==> src/rtl/pwm_chan_pkg.sv <==
package pwm_chan_pkg;

    localparam int unsigned CNT_W_DEFAULT = 16;

    // Compare events seen at one count edge
    typedef struct packed {
        logic wrap;   // counter equals period
        logic hit;    // counter equals duty
    } pwm_evt_t;

    typedef enum logic [1:0] {
        WAVE_HOLD = 2'd0,
        WAVE_RISE = 2'd1,
        WAVE_FALL = 2'd2
    } wave_act_t;

    // The wrap outranks the duty match
    function automatic wave_act_t pick_action(input pwm_evt_t e, input logic step);
        if (!step)  return WAVE_HOLD;
        if (e.wrap) return WAVE_FALL;
        if (e.hit)  return WAVE_RISE;
        return WAVE_HOLD;
    endfunction

endpackage

==> src/rtl/pwm_chan_counter.sv <==
module pwm_chan_counter #(
    parameter int unsigned W = pwm_chan_pkg::CNT_W_DEFAULT
) (
    input  logic         clk,
    input  logic         rst,
    input  logic         step,
    input  logic         ld,
    input  logic [W-1:0] ld_val,
    input  logic [W-1:0] per,
    output logic [W-1:0] cnt,
    output logic         wrap
);
    localparam logic [W-1:0] ONE = W'(1);

    assign wrap = (cnt == per);

    always_ff @(posedge clk) begin
        if (rst) begin
            cnt <= '0;
        end else if (ld) begin
            cnt <= ld_val;
        end else if (step) begin
            cnt <= wrap ? '0 : cnt + ONE;
        end
    end
endmodule

==> src/rtl/pwm_chan_regs.sv <==
module pwm_chan_regs #(
    parameter int unsigned W = pwm_chan_pkg::CNT_W_DEFAULT
) (
    input  logic         clk,
    input  logic         rst,
    input  logic         step,
    input  logic         wrap,
    input  logic         buf_en,
    input  logic         per_we,
    input  logic [W-1:0] per_wd,
    input  logic         duty_we,
    input  logic [W-1:0] duty_wd,
    input  logic         shad_we,
    input  logic [W-1:0] shad_wd,
    input  logic [W-1:0] cnt,
    output logic [W-1:0] per,
    output logic [W-1:0] duty,
    output logic [W-1:0] shad,
    output logic         hit
);
    logic xfer;

    assign xfer = step && wrap && buf_en;
    assign hit  = (cnt == duty);

    always_ff @(posedge clk) begin
        if (rst) begin
            per <= '0;
        end else if (per_we) begin
            per <= per_wd;
        end
    end

    always_ff @(posedge clk) begin
        if (rst) begin
            shad <= '0;
        end else if (shad_we) begin
            shad <= shad_wd;
        end
    end

    // A copy at the wrap outranks a direct write
    always_ff @(posedge clk) begin
        if (rst) begin
            duty <= '0;
        end else if (xfer) begin
            duty <= shad;
        end else if (duty_we) begin
            duty <= duty_wd;
        end
    end
endmodule

==> src/rtl/pwm_chan_wave.sv <==
module pwm_chan_wave
    import pwm_chan_pkg::*;
(
    input  logic     clk,
    input  logic     rst,
    input  logic     step,
    input  pwm_evt_t evt,
    output logic     wave
);
    wave_act_t act;

    assign act = pick_action(evt, step);

    always_ff @(posedge clk) begin
        if (rst) begin
            wave <= 1'b0;
        end else begin
            case (act)
                WAVE_RISE: wave <= 1'b1;
                WAVE_FALL: wave <= 1'b0;
                default:   wave <= wave;
            endcase
        end
    end
endmodule

==> src/rtl/pwm_chan_top.sv <==
module pwm_chan_top
    import pwm_chan_pkg::*;
#(
    parameter int unsigned CNT_W = CNT_W_DEFAULT
) (
    input  logic             clk,
    input  logic             rst,
    input  logic             cnt_en,
    input  logic             buf_en,
    input  logic             cnt_we,
    input  logic [CNT_W-1:0] cnt_wd,
    input  logic             per_we,
    input  logic [CNT_W-1:0] per_wd,
    input  logic             duty_we,
    input  logic [CNT_W-1:0] duty_wd,
    input  logic             shad_we,
    input  logic [CNT_W-1:0] shad_wd,
    output logic [CNT_W-1:0] cnt_q,
    output logic             wave_o
);
    logic [CNT_W-1:0] per_q;
    logic [CNT_W-1:0] duty_q;
    logic [CNT_W-1:0] shad_q;
    pwm_evt_t         evt;

    pwm_chan_counter #(.W(CNT_W)) cnt_u (
        .clk    (clk),
        .rst    (rst),
        .step   (cnt_en),
        .ld     (cnt_we),
        .ld_val (cnt_wd),
        .per    (per_q),
        .cnt    (cnt_q),
        .wrap   (evt.wrap)
    );

    pwm_chan_regs #(.W(CNT_W)) regs_u (
        .clk     (clk),
        .rst     (rst),
        .step    (cnt_en),
        .wrap    (evt.wrap),
        .buf_en  (buf_en),
        .per_we  (per_we),
        .per_wd  (per_wd),
        .duty_we (duty_we),
        .duty_wd (duty_wd),
        .shad_we (shad_we),
        .shad_wd (shad_wd),
        .cnt     (cnt_q),
        .per     (per_q),
        .duty    (duty_q),
        .shad    (shad_q),
        .hit     (evt.hit)
    );

    pwm_chan_wave wave_u (
        .clk  (clk),
        .rst  (rst),
        .step (cnt_en),
        .evt  (evt),
        .wave (wave_o)
    );
endmodule

==> config.mk <==
export PLATFORM = sky130hd
export DESIGN_NAME = pwm_chan_top
export DESIGN_NICKNAME = d
export VERILOG_FILES = /design/src/rtl/pwm_chan_pkg.sv /design/src/rtl/pwm_chan_counter.sv /design/src/rtl/pwm_chan_regs.sv /design/src/rtl/pwm_chan_wave.sv /design/src/rtl/pwm_chan_top.sv
export SDC_FILE = /design/constraint.sdc
export NUM_CORES = 1
export LEC_CHECK = 0
export BUFFER_PORTS_ARGS = -buffer_cell sky130_fd_sc_hd__buf_4
export CORE_MARGIN = 2
export CORE_UTILIZATION = 57
export DETAILED_ROUTE_END_ITERATION = 10
export GPL_ROUTABILITY_DRIVEN = 1
export PLACE_DENSITY = 0.85
export SLEW_MARGIN = 25
export SYNTH_ARGS = -nofsm -noshare
export SYNTH_HDL_FRONTEND = slang
export SYNTH_SLANG_ARGS = --single-unit
==> constraint.sdc <==
create_clock -name clk -period 4.2 [get_ports clk]
set_clock_uncertainty 0.15 [all_clocks]
set_input_delay 0.21 -clock clk [delete_from_list [all_inputs] [get_ports clk]]
set_output_delay 0.21 -clock clk [all_outputs]
set_load 0.01 [all_outputs]
After elaboration in Yosys (flattened, before gate mapping)
Cells that the tools add are included.

word-level totals
  input port bits = 72
  output and inout bits = 17
  word-level logic and storage cells = 32
  bits in registers = 65

cells by class
  $add $sub $neg = 1
  muxes and demuxes = 17
  reductions and logical operators = 5
  equality and inequality tests = 4

operators by type and width
  operator                 count
  $mux W16                 5
  $eq A16 B16 Y1           2
  $add A16 B1 Y16 const B  1
  $mux W2                  6
  $reduce_bool A2 Y1       3
  $mux W1                  5
  $eq A2 B1 Y1 const B     1
  $eq A2 B2 Y1 const B     1
  $logic_and A1 B1 Y1      2
  $pmux W1 S2              1

Longest topological paths before layout
Gate-level depths: netlist (run 1).

  word-level depth = 10
  depth in mapped cells = 9
  depth with buffers taken out = 8

Hierarchy
Synthesis (run 1) repeated with hierarchy kept, for this count alone.

second synthesis, totals
  cell total of the unflattened synthesis = 358
  area, all modules = 3,403.3 um^2

modules (own cells, without submodules)
  module            sequential area each (um^2)  instances  area each (um^2)  cells each
  pwm_chan_regs     960.9                        1          2,013.2           196
  pwm_chan_counter  320.3                        1          1,325.0           155
  pwm_chan_wave     20.0                         1          65.1              7

Least setup slack after synthesis (run 1)
OpenSTA, ideal clock, no wires.

  path type = register to register
  start = register cnt_u.cnt[13]
  end = register regs_u.duty[0]
  stages on the path, launching flop included = 9
  arrival = 1,996 ps
  slack = 1,932 ps
  clock period less this slack = 2,268 ps
  path buffers = 3
  library setup time = 121 ps
  data required time = 3,929 ps
  path through = dfxtp_1 > clkbuf_1 > xor2_1 > nor4_1 > nand4_1 > or3_1 > buf_6 > buf_12 > mux2_4

between the ends
  longest elaborated chain between the ends = 4
  elaborated cells on any way between the ends = 5
  classes of those cells = eq/ne: 1; mux: 1; reduce/logical: 3

RTL lines
  what                                                   line                    RTL
  from (decl)                                            pwm_chan_counter.sv:10  output logic [W-1:0] cnt,
  from (signal assigned)                                 pwm_chan_counter.sv:21  cnt <= ld_val;
  from (signal assigned)                                 pwm_chan_counter.sv:23  cnt <= wrap ? '0 : cnt + ONE;
  $eq A16 B16 Y1 (*)                                     pwm_chan_counter.sv:15  assign wrap = (cnt == per);
  $logic_and A1 B1 Y1 (*) (2 in series)                  pwm_chan_regs.sv:23     assign xfer = step && wrap && buf_en;
  $mux W16 / $reduce_bool A2 Y1 (equally long branches)  n/a
  to (signal assigned)                                   pwm_chan_regs.sv:49     duty <= duty_wd;
  to (decl)                                              pwm_chan_regs.sv:17     output logic [W-1:0] duty,

Every way passes the cells marked *; elsewhere a longest branch is shown, timed or not.
A chain may end at the register's enable or synchronous reset.

Worst setup path in the final report (run 1)
  start = register cnt_u.cnt[9]
  end = register regs_u.duty[2]

Same word-level chain as after synthesis.

==> impl_results.md, run 1 <==
* RSZ-0062 raised after global routing: no
* Initial Util at 0.5805
* Pleak at 2.078 nW
* Dpl cells at 493
* Via Count at 2966
* Register area at 1301 um^2
* Largest family of logic cells by synthesized area: multiplexers
* First-pass DRT Iterations at 4
* Setup_tns at 0 ns
* Total Power at 0.001458 W
* Fin. max-slew vios at 0
* Share of cells above drive strength 1 at 0.2458
* Hold Path Class: input pin to register
* Worst-path cell chain: xor2_1, nor4_1, nand4_1, or3_1, mux2_4
* Setup crit start kind: register
* Total wire length at 8732 um
* Overall Global Routing Usage at 0.2884
* Slew @ Worst Pin at 0.9178 ns
* N_diodes at 0
* Yosys warns at 0
* Synth Area in Simple Gates at 0.1731
* Footprint of the multi-input gates at 1877 um^2
* Clock-pin slew on the worst setup and hold paths at 0.07 ns
* Logic pwr share at 0.176
* IO Port Bufs at 88
* Post-DR vias/cell at 5.383
* Post-synthesis register bit count at 65
* Finished Cell Area at 4554 um^2
* DR WL/cell at 15.85 um
* Cells after synthesis at 361
* Clk Latency, worst-skew pair at 0.36 ns
* Initial antenna violation count at 0
* Syn Area/Cell at 9.351 um^2
* Postcts setup bufs at 0
* Die extent in x at 80.96 um
* Reg power frac at 0.479
* Cell Rows at 28
* Commonest non-fill, non-tap cell in the layout: buf_4
* Worst Path Required at 4.29 ns
* Netlist cell types at 30
* Tmin final at 2.617 ns
* Final hold slack at 0.01900 ns
* Mux contribution to synthesized area at 0.2068
* Fill count at 386
* Switching part of the total at 0.2616
* DP HPWL at 5890 um
* Max-cap violations at 0
* Most frequent cells in the layout: 88 x buf_4, 65 x dfxtp_1, 58 x nor2_1
* Clock power share at 0.345
* Die height at 80.96 um
* Gpl congestion at 0.9218
* Yosys top cell by area: dfxtp_1
* CTS tree: yes
* Fmax at 382.1 MHz
* Syn_nets at 435
* Max H-tree Level at 3
* Power per cell area at 320.2 nW/um^2
* Post-Synth XOR/XNOR Area at 0.1193
* Slowest cell delay on critical path at 0.74 ns
* Relative slew margins at 0.3882
* Number of global-route vias before repair at 2933
* Residual DRC count at 0
* Worst-path fanout max at 16
* Die ar. at 6554 um^2
* NetSw at 0.0003816 W
* Max VDD drop at 295.1 uV
* Status: complete, no violations
* Clock Sinks at 65
* Congestion Overflow GR at 0
* Cell family with most CP delay: simple AND/OR/NAND/NOR gates
* Post-synthesis sequential area ratio at 0.3855
* Tcrit/Tclk final at 0.6232
* Iter 0 DRT Violations at 165
* Placed cell area at 3948 um^2
* Top-area cell type share of the netlist area at 0.3855
* Syn Std Cell Area at 3376 um^2
* Layout area overhead at 34.91%
* Compound-gate portion of the synthesized area at 0.04930
* Root buffer cell: clkbuf_8
* Clock buffer count from CTS at 9
* Synth top area cells: dfxtp_1 39%, mux2i_1 14%, nor2_1 6.4%
* Clk buf depth at 2
* Internal power at 0.001077 W
* CP Buf/Inv Count at 0
* Top Ports at 89
* Slowest CP cell: or3_1
* Total Nets Final at 546
* First-pass GRT wire length at 14050 um
* Adder-Cell Fraction of Synth Area at 0.007413
* Setup violations, final at 0
* Core area at 5816 um^2
* Crit path kind: register to register
* Worst setup EP type: register
* Non-Filler Instances at 551
* Arr. time, crit path at 2.71 ns
* Endpoints failing hold at 0
* Antenna viol nets, final at 0
* Pin count of the biggest net entering global routing at 76
## stage by stage
stage,utilization,setup WS (ns)
floorplan,-,1.932
global placement,0.6788,1.671
detailed placement,0.6788,1.622
CTS,0.7831,1.618
global route,0.7831,1.400
finish,0.7831,1.583
## worst min-delay path, delay by kind of cell
family | cells | cell delay [ns]
compound gates | 2 | 0.17
buf+inv | 1 | 0.08
## timing repair
item,in CTS,in global routing
gates resized for setup,0,0
hold buffers,43,0
endpoints found under the hold margin,43,0
## kinds of logic (layout without fill, tap and decap cells)
logic type               after synthesis  in the layout
AND/OR/NAND/NOR                      120            120
flip-flops                            65             65
multiplexers                          64             64
adder cells (fa/ha/maj)                2              2
AO/OA/AOI/OAI                         29             29
buffers and inverters                 35            150
XOR/XNOR                              46             46
## state kept, by name, indices dropped and copies added (netlist names)
register and flops:
regs_u.duty 16, regs_u.per 16, cnt_u.cnt 16, regs_u.shad 16, wave_u.wave 1
## metal layers
metal | GRT usage | wire length [um] | up-vias
met2 | 0.4884 | 4445 | 110
met3 | 0.07111 | 493 | 20
li1 | - | - | 1446
met4 | 0.1305 | 214 | 0
met1 | 0.3449 | 3579 | 1390
met5 | 0 | 0 | -
## power by group through the flow
| stage | combinational [W] | sequential (W) | clock (W) |
|---|---|---|---|
| after global routing | 0.000280 | 0.000702 | 0.000543 |
| final | 0.000257 | 0.000698 | 0.000504 |
| after global placement | 0.000216 | 0.000709 | 0 |
| after floorplan | 0.000149 | 0.000693 | 0 |
| after CTS | 0.000255 | 0.000697 | 0.000509 |
| after detailed placement | 0.000222 | 0.000711 | 0 |
## final timing paths
| kind | start | end | slack [ns] | cells past startpoint |
|---|---|---|---|---|
| worst max-delay path | cnt_u.cnt[9] | regs_u.duty[2] | 1.58 | 5 |
| worst min-delay path | cnt_wd[0] | cnt_u.cnt[0] | 0.02 | 3 |
| worst max register to register | cnt_u.cnt[9] | regs_u.duty[2] | 1.58 | 5 |
| worst min register to register | regs_u.shad[4] | regs_u.shad[4] | 0.34 | 2 |
## cell usage after synthesis
cell,n
nor3b_1,8
o22ai_1,8
a21oi_1,9
nand3_1,5
o21ai_0,8
nor2_1,58
o21ai_1,1
nor2b_1,17
mux2i_1,48
and4_1,2
o2111ai_1,3
buf_12,1
mux2_4,10
buf_6,4
clkbuf_8,1
nand4_1,9
nand2_1,12
xor2_1,23
buf_4,2
dfxtp_1,65
nor4_1,5
ha_1,2
or3_1,1
buf_1,4
mux2_2,6
and3_1,3
xnor2_1,23
buf_2,2
clkbuf_1,17
inv_1,4
## layout make-up
type,count,share of cell area
tap,75,0.02060
multi-input combinational,261,0.4121
sequential,65,0.2857
timing repair buffer,131,0.2396
inverter,4,0.003297
clock buffer,11,0.02885
clock inverter,4,0.009890
No activity file was read; power rests on OpenSTA's default activity.
==> run 2, diff against run 1 <==
--- a/config.mk
+++ b/config.mk
@@ -7,10 +7,10 @@
 export LEC_CHECK = 0
 export BUFFER_PORTS_ARGS = -buffer_cell sky130_fd_sc_hd__buf_4
 export CORE_MARGIN = 2
-export CORE_UTILIZATION = 57
+export CORE_UTILIZATION = 48
 export DETAILED_ROUTE_END_ITERATION = 10
 export GPL_ROUTABILITY_DRIVEN = 1
-export PLACE_DENSITY = 0.85
+export PLACE_DENSITY = 0.77
 export SLEW_MARGIN = 25
 export SYNTH_ARGS = -nofsm -noshare
 export SYNTH_HDL_FRONTEND = slang
==> constraint.sdc (replaced) <==
create_clock -name clk -period 2.2 [get_ports clk]
set_clock_uncertainty 0.15 [all_clocks]
set_input_delay 0.11 -clock clk [delete_from_list [all_inputs] [get_ports clk]]
set_output_delay 0.11 -clock clk [all_outputs]
set_load 0.01 [all_outputs]
==> run 2 against run 1 <==
  * Utilization decreased by 2.8 points
  * Global-route usage decreased by 2.8 points
  * Sequential share of layout area decreased by 3.1 points
  * Die area increased by 18%
  * Worst hold slack got worse by 0.017 ns
  * Via count increased by 8.4%
  * Critical path depth increased by 1
  * Combinational power increased by 140%
  * Sequential power increased by 86%
  * First-iteration DRC count decreased by 9.7%
  * Clock power increased to 2.8 times the previous value
==> impl_results.md, run 2 (same netlist as run 1, synthesis figures left out) <==
* Iter 0 DRT Violations at 149 (-9.7%)
* Worst-path fanout max at 16 (unchanged)
* DR WL/cell at 16.14 um (+1.8%)
* Final core utilization at 0.7554 (-0.02770)
* Endpoints failing hold at 0 (unchanged)
* Congestion Overflow GR at 0 (unchanged)
* Number of global-route vias before repair at 3234 (+10%)
* Postcts setup bufs at 0 (unchanged)
* Clk buf depth at 2 (unchanged)
* FF-to-FF Start: cnt_u.cnt[2]
* N_diodes at 0 (unchanged)
* Overall Global Routing Usage at 0.2603 (-0.02806)
* Worst setup EP type: register
* Total wire length at 9940 um (+14%)
* Slew @ Worst Pin at 0.4590 ns (-0.4588 ns)
* Pleak at 2.375 nW (+14%)
* Max VDD drop at 502.8 uV (+70%)
* Root buffer cell: clkbuf_8
* Max-cap violations at 0 (unchanged)
* Die ar. at 7719 um^2 (+18%)
* Worst reg-to-reg path cell count at 6 (+1)
* Cell Rows at 30 (+7.1%)
* Fmax at 468.1 MHz (+23%)
* R2R Path End: regs_u.duty[4]
* Most frequent cells in the layout: 106 x buf_4, 65 x dlygate4sd3_1, 59 x dfxtp_1
* CTS tree: yes
* Share of cells above drive strength 1 at 0.2942 (+0.04843)
* Antenna viol nets, final at 0 (unchanged)
* Tcrit/Tclk final at 0.9711 (+0.3479)
* IO Port Bufs at 88 (unchanged)
* Status: complete, no violations
* Max H-tree Level at 3 (unchanged)
* Clock Sinks at 65 (unchanged)
* Power per cell area at 645.8 nW/um^2 (+100%)
* Die extent in x at 87.86 um (+8.5%)
* Via Count at 3216 (+8.4%)
* DP HPWL at 6388 um (+8.5%)
* Reg2Reg Setup Slack at 0.06 ns (-1.52 ns)
* Setup_tns at 0 ns (unchanged)
* Hold Path Class: input pin to register
* Relative slew margins at 0.6934 (+0.3052)
* Setup violations, final at 0 (unchanged)
* Die height at 87.86 um (+8.5%)
* Total Nets Final at 589 (+7.9%)
* Clock-pin slew on the worst setup and hold paths at 0.07 ns (about the same)
* First-pass GRT wire length at 15170 um (+8.0%)
* Setup crit end: regs_u.duty[4]
* Gpl congestion at 0.9728 (+5.5%)
* Crit path kind: register to register
* Top Ports at 89 (unchanged)
* Clock buffer count from CTS at 9 (unchanged)
* Core area at 6794 um^2 (+17%)
* Commonest non-fill, non-tap cell in the layout: buf_4
* Tmin final at 2.136 ns (-0.4810 ns)
* Initial Util at 0.4969 (-0.08360)
* Worst Path Required at 2.29 ns (-2.00 ns)
* Residual DRC count at 0 (unchanged)
* Initial antenna violation count at 0 (unchanged)
* Pin count of the biggest net entering global routing at 58 (-24%)
* Crit path from: cnt_u.cnt[2]
* Post-DR vias/cell at 5.221 (-3.0%)
* Arr. time, crit path at 2.22 ns (-0.49 ns)
* First-pass DRT Iterations at 5 (+1)
* Setup crit start kind: register
* Clk Latency, worst-skew pair at 0.36 ns (about the same)
* Fin. max-slew vios at 0 (unchanged)
* Layout area overhead at 52.04%
==> run 2: changes by cell type in the layout (fill, tap and decap cells not counted), moves of 2 or more <==
cell,previous run,this run
dlygate4sd3_1,43,65
buf_4,88,106
dfxtp_1,65,59
dfxtp_2,0,6
bufinv_16,1,4
clkinv_2,3,0
nor4_1,5,2
nor4_2,0,3
buf_12,0,2
clkbuf_1,2,0
xnor2_1,23,21
xnor2_2,0,2
==> run 2: worst max-delay path, stage by stage, from the launching register on <==
cell and delay (ns):
dfxtp_2 0.35, xor2_1 0.17, nor4_1 0.31, nand4_1 0.19
or3_4 0.38, buf_12 0.17, mux2_4 0.30
==> run 2: power breakdown <==
| group | switching (W) | internal, W | total [W] |
|---|---|---|---|
| clock network | 0.000488 | 0.000904 | 0.00139 |
| registers | 0.0000548 | 0.00125 | 0.00130 |
| logic | 0.000260 | 0.000358 | 0.000618 |
| total | 0.000803 | 0.00251 | 0.00331 |
==> run 2: worst min-delay path by stage <==
stage / startpoint / end / cells after the start
2_1_floorplan: cnt_wd[10] / cnt_u.cnt[10] / 2
3_3_place_gp: cnt_wd[7] / cnt_u.cnt[7] / 3
3_5_place_dp: cnt_wd[8] / cnt_u.cnt[8] / 3
4_1_cts: duty_wd[13] / regs_u.duty[13] / 4
5_1_grt: cnt_wd[13] / cnt_u.cnt[13] / 3
6_report: duty_wd[14] / regs_u.duty[14] / 4
==> run 2: metrics by stage <==
step	instances	total power [W]	cell area [um^2]	hold slack, ns	setup slack [ns]
after floorplan	361	0.001616	3410	0.06852	-0.05437
after global placement	535	0.001808	4163	0.1833	0.1071
after detailed placement	535	0.001821	4163	0.1852	0.07289
after CTS	616	0.003281	5089	0.0003386	0.02178
after global routing	616	0.003427	5132	0.002688	-0.04290
final	616	0.003315	5132	0.002477	0.06356
==> run 2: repair_timing <==
item / 4_1_cts / 5_1_grt
hold buffers: 65 / 0
endpoints found under the setup margin: 0 / 17
hold endpoints to repair: 49 / 0
gates resized for setup: 0 / 8
==> run 2: routing by layer <==
layer / up-vias / global-route usage / wire (um)
li1: 1538 / - / -
met1: 1486 / 0.3019 / 3982
met2: 161 / 0.4387 / 4803
met3: 31 / 0.07446 / 792
met4: 0 / 0.1301 / 362
met5: - / 0 / 0
==> run 2: area by class of cell <==
class | instances | area, um^2
Sequential cell | 65 | 1309
Fill cell | 443 | 1662
Inverter | 4 | 15.01
Tap cell | 96 | 120.1
Clock buffer | 10 | 137.6
Timing Repair Buffer | 174 | 1498
Multi-Input combinational cell | 261 | 1916
Clock inverter | 6 | 137.6
